**src/rtl/lrs_pkg.sv**
```systemverilog
package lrs_pkg;
  typedef enum logic [2:0] {
    ST_IDLE,
    ST_MUL,
    ST_LANE,
    ST_RATE,
    ST_FIN
  } lrs_state_e;
endpackage

```
**src/rtl/lrs_bpp.sv**
```systemverilog
module lrs_bpp #(
  parameter int BPC_W = 4,
  parameter int BPP_W = BPC_W + 2
) (
  input  logic [BPC_W-1:0] bpc_i,
  output logic [BPP_W-1:0] bpp_o
);
  localparam int DEF_BPP = 24;

  always_comb begin
    if (bpc_i == '0)
      bpp_o = BPP_W'(DEF_BPP);
    else
      bpp_o = BPP_W'(bpc_i) + (BPP_W'(bpc_i) << 1);
  end
endmodule

```
**src/rtl/lrs_seqmul.sv**
```systemverilog
module lrs_seqmul #(
  parameter int A_W = 20,
  parameter int B_W = 6,
  localparam int P_W = A_W + B_W,
  localparam int CNT_W = $clog2(B_W + 1)
) (
  input  logic           clk,
  input  logic           rst,
  input  logic           go,
  input  logic [A_W-1:0] a_i,
  input  logic [B_W-1:0] b_i,
  output logic           fin,
  output logic [P_W-1:0] prod
);
  logic [P_W-1:0]   a_sh;
  logic [B_W-1:0]   b_sh;
  logic [P_W-1:0]   acc;
  logic [CNT_W-1:0] cnt;
  logic             run;

  always_ff @(posedge clk) begin
    if (rst) begin
      a_sh <= '0;
      b_sh <= '0;
      acc  <= '0;
      cnt  <= '0;
      run  <= 1'b0;
      fin  <= 1'b0;
    end else if (go) begin
      a_sh <= P_W'(a_i);
      b_sh <= b_i;
      acc  <= '0;
      cnt  <= CNT_W'(B_W);
      run  <= 1'b1;
      fin  <= 1'b0;
    end else if (run) begin
      if (b_sh[0])
        acc <= acc + a_sh;
      a_sh <= a_sh << 1;
      b_sh <= b_sh >> 1;
      cnt  <= cnt - CNT_W'(1);
      if (cnt == CNT_W'(1)) begin
        run <= 1'b0;
        fin <= 1'b1;
      end
    end else begin
      fin <= 1'b0;
    end
  end

  assign prod = acc;


  mul_count_live_chk: assert property (@(posedge clk) disable iff (rst)
    run |-> (cnt != '0));


  mul_go_starts_chk: assert property (@(posedge clk) disable iff (rst)
    go |=> run && !fin);


  mul_fin_idle_chk: assert property (@(posedge clk) disable iff (rst)
    fin |-> !run);
endmodule

```
**src/rtl/lrs_capacity.sv**
```systemverilog
module lrs_capacity #(
  parameter int RATE_W = 20,
  parameter int EXP_W = 2,
  parameter int CAP_W = RATE_W + 6
) (
  input  logic [RATE_W-1:0] rate_i,
  input  logic [EXP_W-1:0]  exp_i,
  output logic [CAP_W-1:0]  cap_o
);
  localparam int BITS_PER_SYM = 3;

  always_comb begin
    cap_o = (CAP_W'(rate_i) << BITS_PER_SYM) << exp_i;
  end
endmodule

```
**src/rtl/lrs_link_select.sv**
```systemverilog
module lrs_link_select
  import lrs_pkg::*;
#(
  parameter int PIX_W    = 20,
  parameter int BPC_W    = 4,
  parameter int RATE_W   = 20,
  parameter int LANE_W   = 3,
  parameter int RATE_LO  = 162000,
  parameter int RATE_MID = 270000,
  parameter int RATE_HI  = 540000
) (
  input  logic              clk,
  input  logic              rst,
  input  logic              start,
  input  logic [PIX_W-1:0]  pix_khz,
  input  logic [BPC_W-1:0]  bpc,
  input  logic [LANE_W-1:0] sink_lanes,
  input  logic [RATE_W-1:0] sink_rate,
  input  logic              hi_rate_ok,
  input  logic              bridge_fix,
  input  logic              cfg_valid,
  output logic              busy,
  output logic              done,
  output logic [LANE_W-1:0] lanes,
  output logic [RATE_W-1:0] rate,
  output logic              mode_ok
);
  localparam int BPP_W   = BPC_W + 2;
  localparam int PROD_W  = PIX_W + BPP_W;
  localparam int MAX_EXP = LANE_W - 1;
  localparam int EXP_W   = (LANE_W > 2) ? $clog2(LANE_W) : 1;
  localparam int CAP_W   = RATE_W + 3 + MAX_EXP;
  localparam int CMP_W   = (PROD_W > CAP_W) ? PROD_W : CAP_W;

  localparam logic [RATE_W-1:0] R_LO  = RATE_W'(RATE_LO);
  localparam logic [RATE_W-1:0] R_MID = RATE_W'(RATE_MID);
  localparam logic [RATE_W-1:0] R_HI  = RATE_W'(RATE_HI);

  lrs_state_e        st;
  logic [LANE_W-1:0] sink_lanes_q;
  logic [RATE_W-1:0] max_rate_q;
  logic              hi_q;
  logic              fix_q;
  logic              cfg_q;
  logic [PROD_W-1:0] demand_q;
  logic [EXP_W-1:0]  exp_q;
  logic [1:0]        rsel_q;
  logic [RATE_W-1:0] pick_q;

  logic [BPP_W-1:0]  bpp;
  logic              mul_go;
  logic              mul_fin;
  logic [PROD_W-1:0] mul_prod;
  logic [RATE_W-1:0] cap_rate;
  logic [CAP_W-1:0]  cap;
  logic              fits;
  logic [LANE_W-1:0] lanes_cur;
  logic [RATE_W-1:0] rate_cap_lim;
  logic [RATE_W-1:0] max_rate_d;

  lrs_bpp #(.BPC_W(BPC_W), .BPP_W(BPP_W)) u_bpp (
    .bpc_i (bpc),
    .bpp_o (bpp)
  );

  assign mul_go = (st == ST_IDLE) && start;

  lrs_seqmul #(.A_W(PIX_W), .B_W(BPP_W)) u_mul (
    .clk  (clk),
    .rst  (rst),
    .go   (mul_go),
    .a_i  (pix_khz),
    .b_i  (bpp),
    .fin  (mul_fin),
    .prod (mul_prod)
  );

  always_comb begin
    cap_rate = max_rate_q;
    if (st == ST_RATE) begin
      case (rsel_q)
        2'd0:    cap_rate = R_LO;
        2'd1:    cap_rate = R_MID;
        default: cap_rate = R_HI;
      endcase
    end
  end

  lrs_capacity #(.RATE_W(RATE_W), .EXP_W(EXP_W), .CAP_W(CAP_W)) u_cap (
    .rate_i (cap_rate),
    .exp_i  (exp_q),
    .cap_o  (cap)
  );

  assign fits       = CMP_W'(demand_q) <= CMP_W'(cap);
  assign lanes_cur  = LANE_W'(1) << exp_q;
  assign rate_cap_lim = hi_rate_ok ? R_HI : R_MID;
  assign max_rate_d = (sink_rate < rate_cap_lim) ? sink_rate : rate_cap_lim;

  always_ff @(posedge clk) begin
    if (rst) begin
      st           <= ST_IDLE;
      sink_lanes_q <= '0;
      max_rate_q   <= '0;
      hi_q         <= 1'b0;
      fix_q        <= 1'b0;
      cfg_q        <= 1'b0;
      demand_q     <= '0;
      exp_q        <= '0;
      rsel_q       <= '0;
      pick_q       <= '0;
      busy         <= 1'b0;
      done         <= 1'b0;
      lanes        <= '0;
      rate         <= '0;
      mode_ok      <= 1'b0;
    end else begin
      case (st)
        ST_IDLE: begin
          if (start) begin
            sink_lanes_q <= sink_lanes;
            max_rate_q   <= max_rate_d;
            hi_q         <= hi_rate_ok;
            fix_q        <= bridge_fix;
            cfg_q        <= cfg_valid;
            busy         <= 1'b1;
            done         <= 1'b0;
            st           <= ST_MUL;
          end
        end
        ST_MUL: begin
          if (mul_fin) begin
            demand_q <= mul_prod;
            exp_q    <= '0;
            st       <= ST_LANE;
          end
        end
        ST_LANE: begin
          if ((lanes_cur < sink_lanes_q) && (exp_q < EXP_W'(MAX_EXP)) && !fits) begin
            exp_q <= exp_q + EXP_W'(1);
          end else begin
            rsel_q <= 2'd0;
            st     <= ST_RATE;
          end
        end
        ST_RATE: begin
          if (fix_q) begin
            pick_q <= R_MID;
            st     <= ST_FIN;
          end else begin
            case (rsel_q)
              2'd0: begin
                if (fits) begin
                  pick_q <= R_LO;
                  st     <= ST_FIN;
                end else begin
                  rsel_q <= 2'd1;
                end
              end
              2'd1: begin
                if (fits) begin
                  pick_q <= R_MID;
                  st     <= ST_FIN;
                end else if (hi_q) begin
                  rsel_q <= 2'd2;
                end else begin
                  pick_q <= max_rate_q;
                  st     <= ST_FIN;
                end
              end
              default: begin
                pick_q <= fits ? R_HI : max_rate_q;
                st     <= ST_FIN;
              end
            endcase
          end
        end
        ST_FIN: begin
          lanes   <= lanes_cur;
          rate    <= pick_q;
          mode_ok <= cfg_q && !((pick_q == R_HI) && !hi_q);
          done    <= 1'b1;
          busy    <= 1'b0;
          st      <= ST_IDLE;
        end
        default: st <= ST_IDLE;
      endcase
    end
  end


  busy_done_excl_chk: assert property (@(posedge clk) disable iff (rst)
    !(busy && done));


  busy_holds_chk: assert property (@(posedge clk) disable iff (rst)
    (busy && (st != ST_FIN)) |=> busy);


  out_hold_chk: assert property (@(posedge clk) disable iff (rst)
    !$rose(done) |-> ($stable(lanes) && $stable(rate) && $stable(mode_ok)));


  lanes_pow2_chk: assert property (@(posedge clk) disable iff (rst)
    done |-> ($countones(lanes) == 1));


  rate_ceiling_chk: assert property (@(posedge clk) disable iff (rst)
    done |-> (rate <= R_HI));


  bridge_rate_chk: assert property (@(posedge clk) disable iff (rst)
    (done && fix_q) |-> (rate == R_MID));


  cfg_gate_chk: assert property (@(posedge clk) disable iff (rst)
    (done && !cfg_q) |-> !mode_ok);
endmodule

```
**config.mk**
```make
export PLATFORM = sky130hd
export DESIGN_NAME = lrs_link_select
export DESIGN_NICKNAME = d
export VERILOG_FILES = /design/src/rtl/lrs_pkg.sv /design/src/rtl/lrs_bpp.sv /design/src/rtl/lrs_seqmul.sv /design/src/rtl/lrs_capacity.sv /design/src/rtl/lrs_link_select.sv
export SDC_FILE = /design/constraint.sdc
export NUM_CORES = 1
export LEC_CHECK = 0
export BUFFER_PORTS_ARGS = -buffer_cell sky130_fd_sc_hd__clkbuf_2
export CAP_MARGIN = 40
export CELL_PAD_IN_SITES_DETAIL_PLACEMENT = 1
export CELL_PAD_IN_SITES_GLOBAL_PLACEMENT = 1
export CORE_AREA = 2 2 184 186
export DETAILED_ROUTE_END_ITERATION = 10
export DIE_AREA = 0 0 186 188
export GPL_ROUTABILITY_DRIVEN = 0
export HOLD_SLACK_MARGIN = 0.12
export MAX_ROUTING_LAYER = met4
export PLACE_DENSITY = 0.62
export SYNTH_ARGS = -nofsm -noshare
export SYNTH_HDL_FRONTEND = slang
export SYNTH_HIERARCHICAL = 1
export SYNTH_SLANG_ARGS = --single-unit
```
**constraint.sdc**
```tcl
create_clock -name clk -period 12 [get_ports clk]
set_clock_uncertainty 0.2 [all_clocks]
set_input_delay 0.6 -clock clk [delete_from_list [all_inputs] [get_ports clk]]
set_output_delay 0.6 -clock clk [all_outputs]
set_load 0.05 [all_outputs]
```
==> impl_metrics.ini, run 1 <==
[placed_design]
hpwl_mm = 20.1
io_buffers = 78
dp.cells = 1683

[setup_path]
crit_buf_inv = 1
max_stage_delay_ns = 0.57
cp_cell_sequence = and2b_2 > nand2_1 > nor3_1 > a21o_1 > mux2i_1 > mux2i_1 > inv_1 > ha_1 > nand4b_4 > nor4_2 > o21ai_2 > a211oi_4 > o221ai_4 > or4_1 > a21oi_1
critPathRequiredTime_ns = 12.16
cp_max_fo = 17
cpMaxStageDelayCell = or4_1
cp-end-kind = register
crit_path_frequent_cell = mux2i_1
arrival_ns = 4.82
critPathKind = register to register
start_kind = register
critical-path-top-delay-family = simple AND/OR/NAND/NOR gates

[floorplan]
design.core.area_mm2 = 0.0331
rows = 67
io_pins = 79
dieArea_mm2 = 0.0350
start_util = 0.296
die_y_um = 188
fp.dieW_um = 186

[sta]
finalCritPeriodShare = 0.388
rsz0062_at_grt = false
max_freq_mhz = 215
fin_crit_ns = 4.66
tightest_slew_ns = 0.856
tns_ns = 0
slew_violations = 0
finalHoldViolCount = 0
setup-violations-final = 0
max-slew-margin-rel = 0.427

[synthesis]
yosys_warnings = 6
netlist_area_mm2 = 0.00980
netlist_instances = 1218
avgSynthCellArea_um2 = 8.05
synthFlopType = dfxtp_1
synth-async-reset-ratio = 0
ys_ff_latch = 168
synthTopCellsByArea = dfxtp_1 34%, ha_1 8.9%, a21oi_1 7.9%
synth_cell_types = 86
synth-seq-area-share = 0.343
yosys.area.top_type_share = 0.343
yosysTopAreaCell = dfxtp_1
synth_edf_count = 0

[grt]
overflow = 0
grt_max_degree = 69
antenna_found_initial = 0
grt_usage = 0.162
grt_pass1_vias = 8696
grt_pass1_wl_mm = 44.9

[pwr]
p_leak_nw = 4.23
power_density_mw_per_mm2 = 118
vdd_drop_max_uv = 96.0

[clock_tree]
cts_inserted_buffers = 17
cts_tree = built
clk_root_buffer_cell = clkbuf_16
cts_buffer_depth = 2
clk_pin_slew_worst_paths_ns = 0.07
post_cts_buffers = 0
hold_buffers = 0
worstSkewPairLatency_ns = 0.43
ctsResizeCount = 0
cts_sinks = 168
htreeDepth = 4

[cells_and_area]
final_layout_size_suffix_gt1_frac = 0.125
final_nets = 1379
diodes = 0
stdcell_count = 1715
final_common_cell = nand2_1
utilization = 0.335
final_cell_mix = 199 x nand2_1, 167 x dfxtp_1, 155 x a21oi_1
syn2layout_area_growth_pct = 13.0

[routing]
drc = 0
vias_per_cell = 4.92
routed_wl_mm = 26.4
via_count = 8434
drtAntennaViolNets = 0
initialDrtViolationCount = 362
first_pass_iters = 4
wire_per_inst_um = 15.4

[min_path]
holdCritPathClass = primary input to register

[job]
max_cap_violations = 0

[outcome]
outcome = complete, no violations
==> tightest hold or removal path, cell delays in order <==
cell and delay [ns]:
clkbuf_2 0.08, nand2_1 0.05, a21oi_1 0.05
==> cells in the mapped netlist (all sizes together) (5+ instances only) <==
library cell,number
a211oi,14
a21o,17
a21oi,157
a22o,6
a31oi,7
and2,12
buf,25
clkbuf,51
dfxtp,168
ha,70
inv,50
mux2i,68
nand2,199
nand3,33
nand4,10
nor2,129
nor2b,8
nor3,27
nor3b,7
nor4,15
o2111ai,6
o211ai,5
o21a,11
o21ai,31
or3,7
or4,5
xnor2,10
==> layer usage <==
layer / track usage / share of wire
met3: 0.0254 / 0.026
met5: - / 0
met2: 0.261 / 0.47
met4: 0.0351 / 0.0074
met1: 0.212 / 0.50
==> through the flow <==
stage	total power, mW	hold WS [ns]	setup slack (ns)	area (um2)
2_1_floorplan	0.714	0.232	8.10	9810
3_3_place_gp	0.756	0.243	7.37	10400
3_5_place_dp	0.760	0.247	7.26	10500
4_1_cts	1.33	0.166	7.24	11100
5_1_grt	1.37	0.176	6.91	11100
6_report	1.31	0.181	7.34	11100
==> final cells by class <==
cell class              count  area [um2]
repair buffers             92         533
clock buffers              18         439
inverters                  50         188
flip-flops and latches    168        3360
multi-input cells         925        5840
clock inverters            14         153
fillers                  4014       22000
well taps                 448         561
==> state kept, by name, summed over array words and instances (netlist names) <==
signal	count
hi_q	1
exp_q	2
mode_ok	1
u_mul/a_sh	26
u_mul/run	1
cfg_q	1
u_mul/b_sh	6
rate	20
lanes	3
u_mul/fin	1
pick_q	20
st	3
busy	1
u_mul/cnt	3
fix_q	1
u_mul/prod	26
demand_q	26
done	1
sink_lanes_q	3
rsel_q	2
max_rate_q	20
==> final timing paths <==
check                   startpoint                 endpoint  slack, ns  depth (start not counted)
min                      cfg_valid       cfg_q$_SDFFE_PP0P_       0.18                          3
max             st[2]$_SDFFE_PP0P_  pick_q[19]$_SDFFE_PP0P_       7.34                         15
max reg2reg     st[2]$_SDFFE_PP0P_  pick_q[19]$_SDFFE_PP0P_       7.34                         15
min reg2reg  rate[13]$_SDFFE_PP0P_    rate[13]$_SDFFE_PP0P_       0.26                          2
==> power breakdown <==
group | switching, mW | leakage [nW] | internal, mW
clock network | 0.260 | 0.291 | 0.302
logic | 0.0955 | 2.58 | 0.0588
registers | 0.0164 | 1.36 | 0.574
total | 0.372 | 4.23 | 0.935
==> cells by family after synthesis <==
logic type               count (synthesis)  synth area share
AO/OA/AOI/OAI                          296             0.196
XOR/XNOR                                14            0.0125
multiplexers                            68            0.0694
AND/OR/NAND/NOR                        472             0.223
adder cells (fa/ha/maj)                 72            0.0935
other                                    1          0.000383
flip-flops                             168             0.343
buffers and inverters                  127            0.0620
Note: power is estimated with default switching activity, not from simulation.
==> run 2, diff against run 1 <==
--- a/config.mk
+++ b/config.mk
@@ -5,17 +5,18 @@
 export SDC_FILE = /design/constraint.sdc
 export NUM_CORES = 1
 export LEC_CHECK = 0
+export ABC_AREA = 1
 export BUFFER_PORTS_ARGS = -buffer_cell sky130_fd_sc_hd__clkbuf_2
 export CAP_MARGIN = 40
 export CELL_PAD_IN_SITES_DETAIL_PLACEMENT = 1
 export CELL_PAD_IN_SITES_GLOBAL_PLACEMENT = 1
-export CORE_AREA = 2 2 184 186
+export CORE_AREA = 2 2 192 194
 export DETAILED_ROUTE_END_ITERATION = 10
-export DIE_AREA = 0 0 186 188
+export DIE_AREA = 0 0 194 196
 export GPL_ROUTABILITY_DRIVEN = 0
 export HOLD_SLACK_MARGIN = 0.12
 export MAX_ROUTING_LAYER = met4
-export PLACE_DENSITY = 0.62
+export PLACE_DENSITY = 0.64
 export SYNTH_ARGS = -nofsm -noshare
 export SYNTH_HDL_FRONTEND = slang
 export SYNTH_HIERARCHICAL = 1
==> constraint.sdc (replaced) <==
create_clock -name clk -period 4.65 [get_ports clk]
set_clock_uncertainty 0.2 [all_clocks]
set_input_delay 0.2325 -clock clk [delete_from_list [all_inputs] [get_ports clk]]
set_output_delay 0.2325 -clock clk [all_outputs]
set_load 0.05 [all_outputs]
==> impl_metrics.ini, run 2 <==
[outcome]
outcome = complete, no violations

[grt]
grt_usage = 0.183
grt_max_degree = 71
overflow = 0
grt_pass1_vias = 10900
antenna_found_initial = 0
grt_pass1_wl_mm = 54.9

[setup_path]
start_kind = register
cp_max_fo = 18
critPathKind = register to register
arrival_ns = 3.99
cp-end-kind = register
critPathRequiredTime_ns = 4.80

[synthesis]
synth_cell_types = 47
synthTopCellsByArea = dfxtp_1 32%, nand2_1 15%, inv_1 11%
synth_edf_count = 0
synthFlopType = dfxtp_1
yosysTopAreaCell = dfxtp_1
yosys_warnings = 6
yosysMostFrequentCell = nand2_1
avgSynthCellArea_um2 = 6.47
netlist_area_mm2 = 0.0106
synth-async-reset-ratio = 0
netlist_instances = 1644
synth_common_cells = 414 x nand2_1, 304 x inv_1, 168 x dfxtp_1
ys_ff_latch = 168
synth-seq-area-share = 0.316
yosys.area.top_type_share = 0.316

[sta]
holdWs_ns = 0.151
max_freq_mhz = 260
setup-violations-final = 0
finalCritPeriodShare = 0.826
setup_ws_ns = 0.810
finalHoldViolCount = 0
tns_ns = 0
rsz0062_at_grt = false
max-slew-margin-rel = 0.415
tightest_slew_ns = 0.877
fin_crit_ns = 3.84
slew_violations = 0

[routing]
vias_per_cell = 4.66
drtAntennaViolNets = 0
initialDrtViolationCount = 338
first_pass_iters = 4
wire_per_inst_um = 14.8
routed_wl_mm = 33.1
via_count = 10400
drc = 0

[clock_tree]
cts_sinks = 168
clk_root_buffer_cell = clkbuf_16
ctsResizeCount = 0
hold_buffers = 55
clk_pin_slew_worst_paths_ns = 0.08
worstSkewPairLatency_ns = 0.45
cts_buffer_depth = 2
cts_inserted_buffers = 17
htreeDepth = 4
post_cts_buffers = 0
cts_tree = built

[pwr]
seqPwrFrac = 0.359
p_sw_mw = 1.99
p_leak_nw = 6.22
total_power_mw = 4.97
vdd_drop_max_uv = 267
power_density_mw_per_mm2 = 395
p_comb_frac = 0.327
switching_share = 0.400
p_clk_frac = 0.314
internal_power_mw = 2.98

[placed_design]
dp.cells = 2143
io_buffers = 78
pre_cts_ws_ns = 0.800
dpl_cell_area_mm2 = 0.0114
hpwl_mm = 25.5

[cells_and_area]
utilization = 0.349
final_nets = 1874
final_common_cell = nand2_1
diodes = 0
stdcell_count = 2230
final_cell_mix = 414 x nand2_1, 304 x inv_1, 168 x dfxtp_1
syn2layout_area_growth_pct = 18.3
finish.instance_area_mm2 = 0.0126
final_layout_size_suffix_gt1_frac = 0.0982

[floorplan]
die_y_um = 196
io_pins = 79
fp.dieW_um = 194
dieArea_mm2 = 0.0380
start_util = 0.295
design.core.area_mm2 = 0.0361
rows = 70

[job]
max_cap_violations = 0

[min_path]
holdCritPathClass = primary input to register
## run 2: layout make-up
class | instances | area, um2
fillers | 4701 | 23500
multi-input cells | 1104 | 5790
flip-flops and latches | 168 | 3360
inverters | 317 | 1200
repair buffers | 141 | 1020
well taps | 468 | 586
clock buffers | 17 | 425
clock inverters | 15 | 196
## run 2: worst max-delay path, cell delays in order (launching register included)
cell	delay, ns
dfxtp_1	0.47
nand3_1	0.12
buf_4	0.19
inv_1	0.45
nand2_1	0.17
o21ai_0	0.16
inv_1	0.10
nand2_1	0.09
nand2_1	0.07
nor2_1	0.08
inv_1	0.05
ha_1	0.26
inv_1	0.05
nor3_2	0.21
nand2_2	0.11
nor2_2	0.13
nand3_4	0.14
nand3_4	0.16
nand2_8	0.12
inv_8	0.15
o21ai_1	0.12
nand2_1	0.08
nor2_1	0.04
## run 2: layer usage
| layer | track usage | share of wire | vias up |
|---|---|---|---|
| met2 | 0.333 | 0.51 | 102 |
| li1 | - | - | 5374 |
| met1 | 0.211 | 0.45 | 4877 |
| met5 | - | 0 | - |
| met3 | 0.0256 | 0.021 | 32 |
| met4 | 0.0497 | 0.019 | 0 |
## run 2: logic make-up after synthesis
family / after synthesis / synth area share
buffers and inverters: 374 / 0.141
flip-flops: 168 / 0.316
other: 1 / 0.000353
XOR/XNOR: 11 / 0.00906
adder cells (fa/ha/maj): 72 / 0.0861
AO/OA/AOI/OAI: 297 / 0.152
AND/OR/NAND/NOR: 721 / 0.296
## run 2: final timing paths
kind,start,end,slack (ns),cells after the start
worst min-delay path,bpc[3],u_mul/b_sh[4]$_SDFFE_PP0P_,0.15,7
worst max-delay path,st[1]$_SDFFE_PP0P_,pick_q[16]$_SDFFE_PP0P_,0.81,22
worst max register to register,st[1]$_SDFFE_PP0P_,pick_q[16]$_SDFFE_PP0P_,0.81,22
worst min register to register,demand_q[6]$_SDFFE_PP0P_,demand_q[6]$_SDFFE_PP0P_,0.25,2
## run 2: power groups by stage
| stage | combinational (mW) | clock, mW | sequential, mW |
|---|---|---|---|
| 3_3_place_gp | 1.55 | 0 | 1.82 |
| 3_5_place_dp | 1.58 | 0 | 1.82 |
| 2_1_floorplan | 1.16 | 0 | 1.80 |
| 4_1_cts | 1.65 | 1.61 | 1.79 |
| 5_1_grt | 1.86 | 1.66 | 1.81 |
| 6_report | 1.63 | 1.56 | 1.79 |
==> run 3, diff against run 2 <==
--- a/config.mk
+++ b/config.mk
@@ -16,7 +16,7 @@
 export GPL_ROUTABILITY_DRIVEN = 0
 export HOLD_SLACK_MARGIN = 0.12
 export MAX_ROUTING_LAYER = met4
-export PLACE_DENSITY = 0.64
+export PLACE_DENSITY = 0.66
 export SYNTH_ARGS = -nofsm -noshare
 export SYNTH_HDL_FRONTEND = slang
 export SYNTH_HIERARCHICAL = 1
==> constraint.sdc (replaced) <==
create_clock -name clk -period 3.2 [get_ports clk]
set_clock_uncertainty 0.2 [all_clocks]
set_input_delay 0.16 -clock clk [delete_from_list [all_inputs] [get_ports clk]]
set_output_delay 0.16 -clock clk [all_outputs]
set_load 0.05 [all_outputs]
==> impl_metrics.ini, run 3 (synthesis results as in run 2) <==
[clock_tree]
worstSkewPairLatency_ns = 0.45
cts_sinks = 168
htreeDepth = 4
cts_tree = built
clk_pin_slew_worst_paths_ns = 0.07
cts_buffer_depth = 2
clk_root_buffer_cell = clkbuf_16
cts_inserted_buffers = 17

[setup_path]
max_stage_delay_ns = 0.34
cp-end-kind = register
start_kind = register
critPathRequiredTime_ns = 3.32
critPathKind = register to register
cpMaxStageDelayCell = dfxtp_2
r2r_slack_ns = 0.06
crit_path_frequent_cell = nand2_1
cp_max_fo = 5
cp_cell_sequence = inv_2 > nand3_4 > buf_6 > nor2_4 > buf_6 > a21oi_4 > inv_1 > nand2_1 > nand2_1 > nor2_1 > inv_1 > ha_1 > inv_2 > nor3_4 > nand2_2 > nor2_2 > nand2_2 > nand3_4 > nand3_4 > nand2_8 > buf_6 > nand2_1 > nand2_1 > nor2_1
arrival_ns = 3.26

[sta]
slew_violations = 0
fin_crit_ns = 3.14
finalCritPeriodShare = 0.981
tightest_slew_ns = 0.699
finalHoldViolCount = 0
setup_ws_ns = 0.0592
max-slew-margin-rel = 0.533
max_freq_mhz = 318
rsz0062_at_grt = true
setup-violations-final = 0

[routing]
drc = 0
first_pass_iters = 5
vias_per_cell = 4.72
wire_per_inst_um = 15.0
drtAntennaViolNets = 0
initialDrtViolationCount = 353
via_count = 10800
routed_wl_mm = 34.0

[placed_design]
hpwl_mm = 26.0
dp.cells = 2167
io_buffers = 78
pre_cts_ws_ns = -0.165

[grt]
antenna_found_initial = 1
overflow = 0
grt_max_degree = 71
grt_pass1_wl_mm = 54.6
grt_usage = 0.182
grt_pass1_vias = 10900

[min_path]
holdCritPathClass = primary input to register

[cells_and_area]
stdcell_count = 2276
final_nets = 1919
final_layout_size_suffix_gt1_frac = 0.144
final_common_cell = nand2_1
final_cell_mix = 403 x nand2_1, 299 x inv_1, 165 x dfxtp_1
syn2layout_area_growth_pct = 23.5

[pwr]
vdd_drop_max_uv = 420
p_leak_nw = 6.45
power_density_mw_per_mm2 = 570

[floorplan]
die_y_um = 196
rows = 70
dieArea_mm2 = 0.0380
start_util = 0.295
fp.dieW_um = 194
io_pins = 79
design.core.area_mm2 = 0.0361

[outcome]
outcome = complete, no violations

[job]
max_cap_violations = 0
[run 3: changes by cell type in the layout (fill, tap and decap cells not counted), sizes merged]
cell and delta:
buf +39, bufinv -1, clkinv +1, clkinvlp +2
diode +1, dlygate4sd3 +3, nand2 +1
[run 3: repair_timing]
action	CTS	global route
hold endpoints to repair	53	0
cloned	0	3
pin swaps	4	25
resized for setup	9	59
setup endpoints to repair	26	32
hold buffers	58	0
setup buffers	3	12
[run 3: final timing paths]
check                          endpoint  cells after the start                      start
max reg2reg      pick_q[1]$_SDFFE_PP0P_                     24         st[2]$_SDFFE_PP0P_
min reg2reg   demand_q[12]$_SDFFE_PP0P_                      2  demand_q[12]$_SDFFE_PP0P_
max              pick_q[1]$_SDFFE_PP0P_                     24         st[2]$_SDFFE_PP0P_
min          u_mul/b_sh[5]$_SDFFE_PP0P_                      8                     bpc[3]
[run 3: metrics by stage]
stage               total power [mW]  setup TNS [ns]  utilization  area (um2)  hold slack, ns
global route                    7.99           -3.01        0.364       13100           0.261
finish                          7.48               0        0.364       13100           0.175
global placement                5.02               0        0.321       11600           0.209
detailed placement              5.10           -1.32        0.321       11600           0.210
floorplan                       4.31               0            -       10600          0.0729
CTS                             7.35               0        0.355       12800           0.180
[run 3: cell type report]
| type | count | area (um2) |
|---|---|---|
| Sequential cell | 168 | 3370 |
| Multi-Input combinational cell | 1105 | 5990 |
| Clock buffer | 17 | 425 |
| Antenna cell | 1 | 2.50 |
| Inverter | 317 | 1210 |
| Tap cell | 468 | 586 |
| Timing Repair Buffer | 183 | 1380 |
| Timing Repair inverter | 2 | 17.5 |
| Fill cell | 4652 | 23000 |
| Clock inverter | 15 | 154 |
[run 3: routing by layer]
metal / track usage / routed length (um) / vias to the layer above
met3: 0.0241 / 718 / 35
li1: - / - / 5488
met1: 0.206 / 14900 / 5104
met5: - / 0 / -
met4: 0.0494 / 565 / 0
met2: 0.337 / 17900 / 127
[run 3: critical path: cells and delay by family (launching register included)]
kind | cells | cell delay, ns
DFF | 1 | 0.34
buffers and inverters | 7 | 0.59
AOI/OAI and AO/OA | 1 | 0.12
and+or+nand+nor | 15 | 1.47
adders and majority gates | 1 | 0.28
[run 3: power by group]
| part | total (mW) | internal, mW | switching [mW] |
|---|---|---|---|
| Clock | 2.11 | 1.11 | 1.01 |
| Combinational | 2.79 | 0.996 | 1.79 |
| Sequential | 2.58 | 2.36 | 0.218 |
| Total | 7.48 | 4.46 | 3.02 |
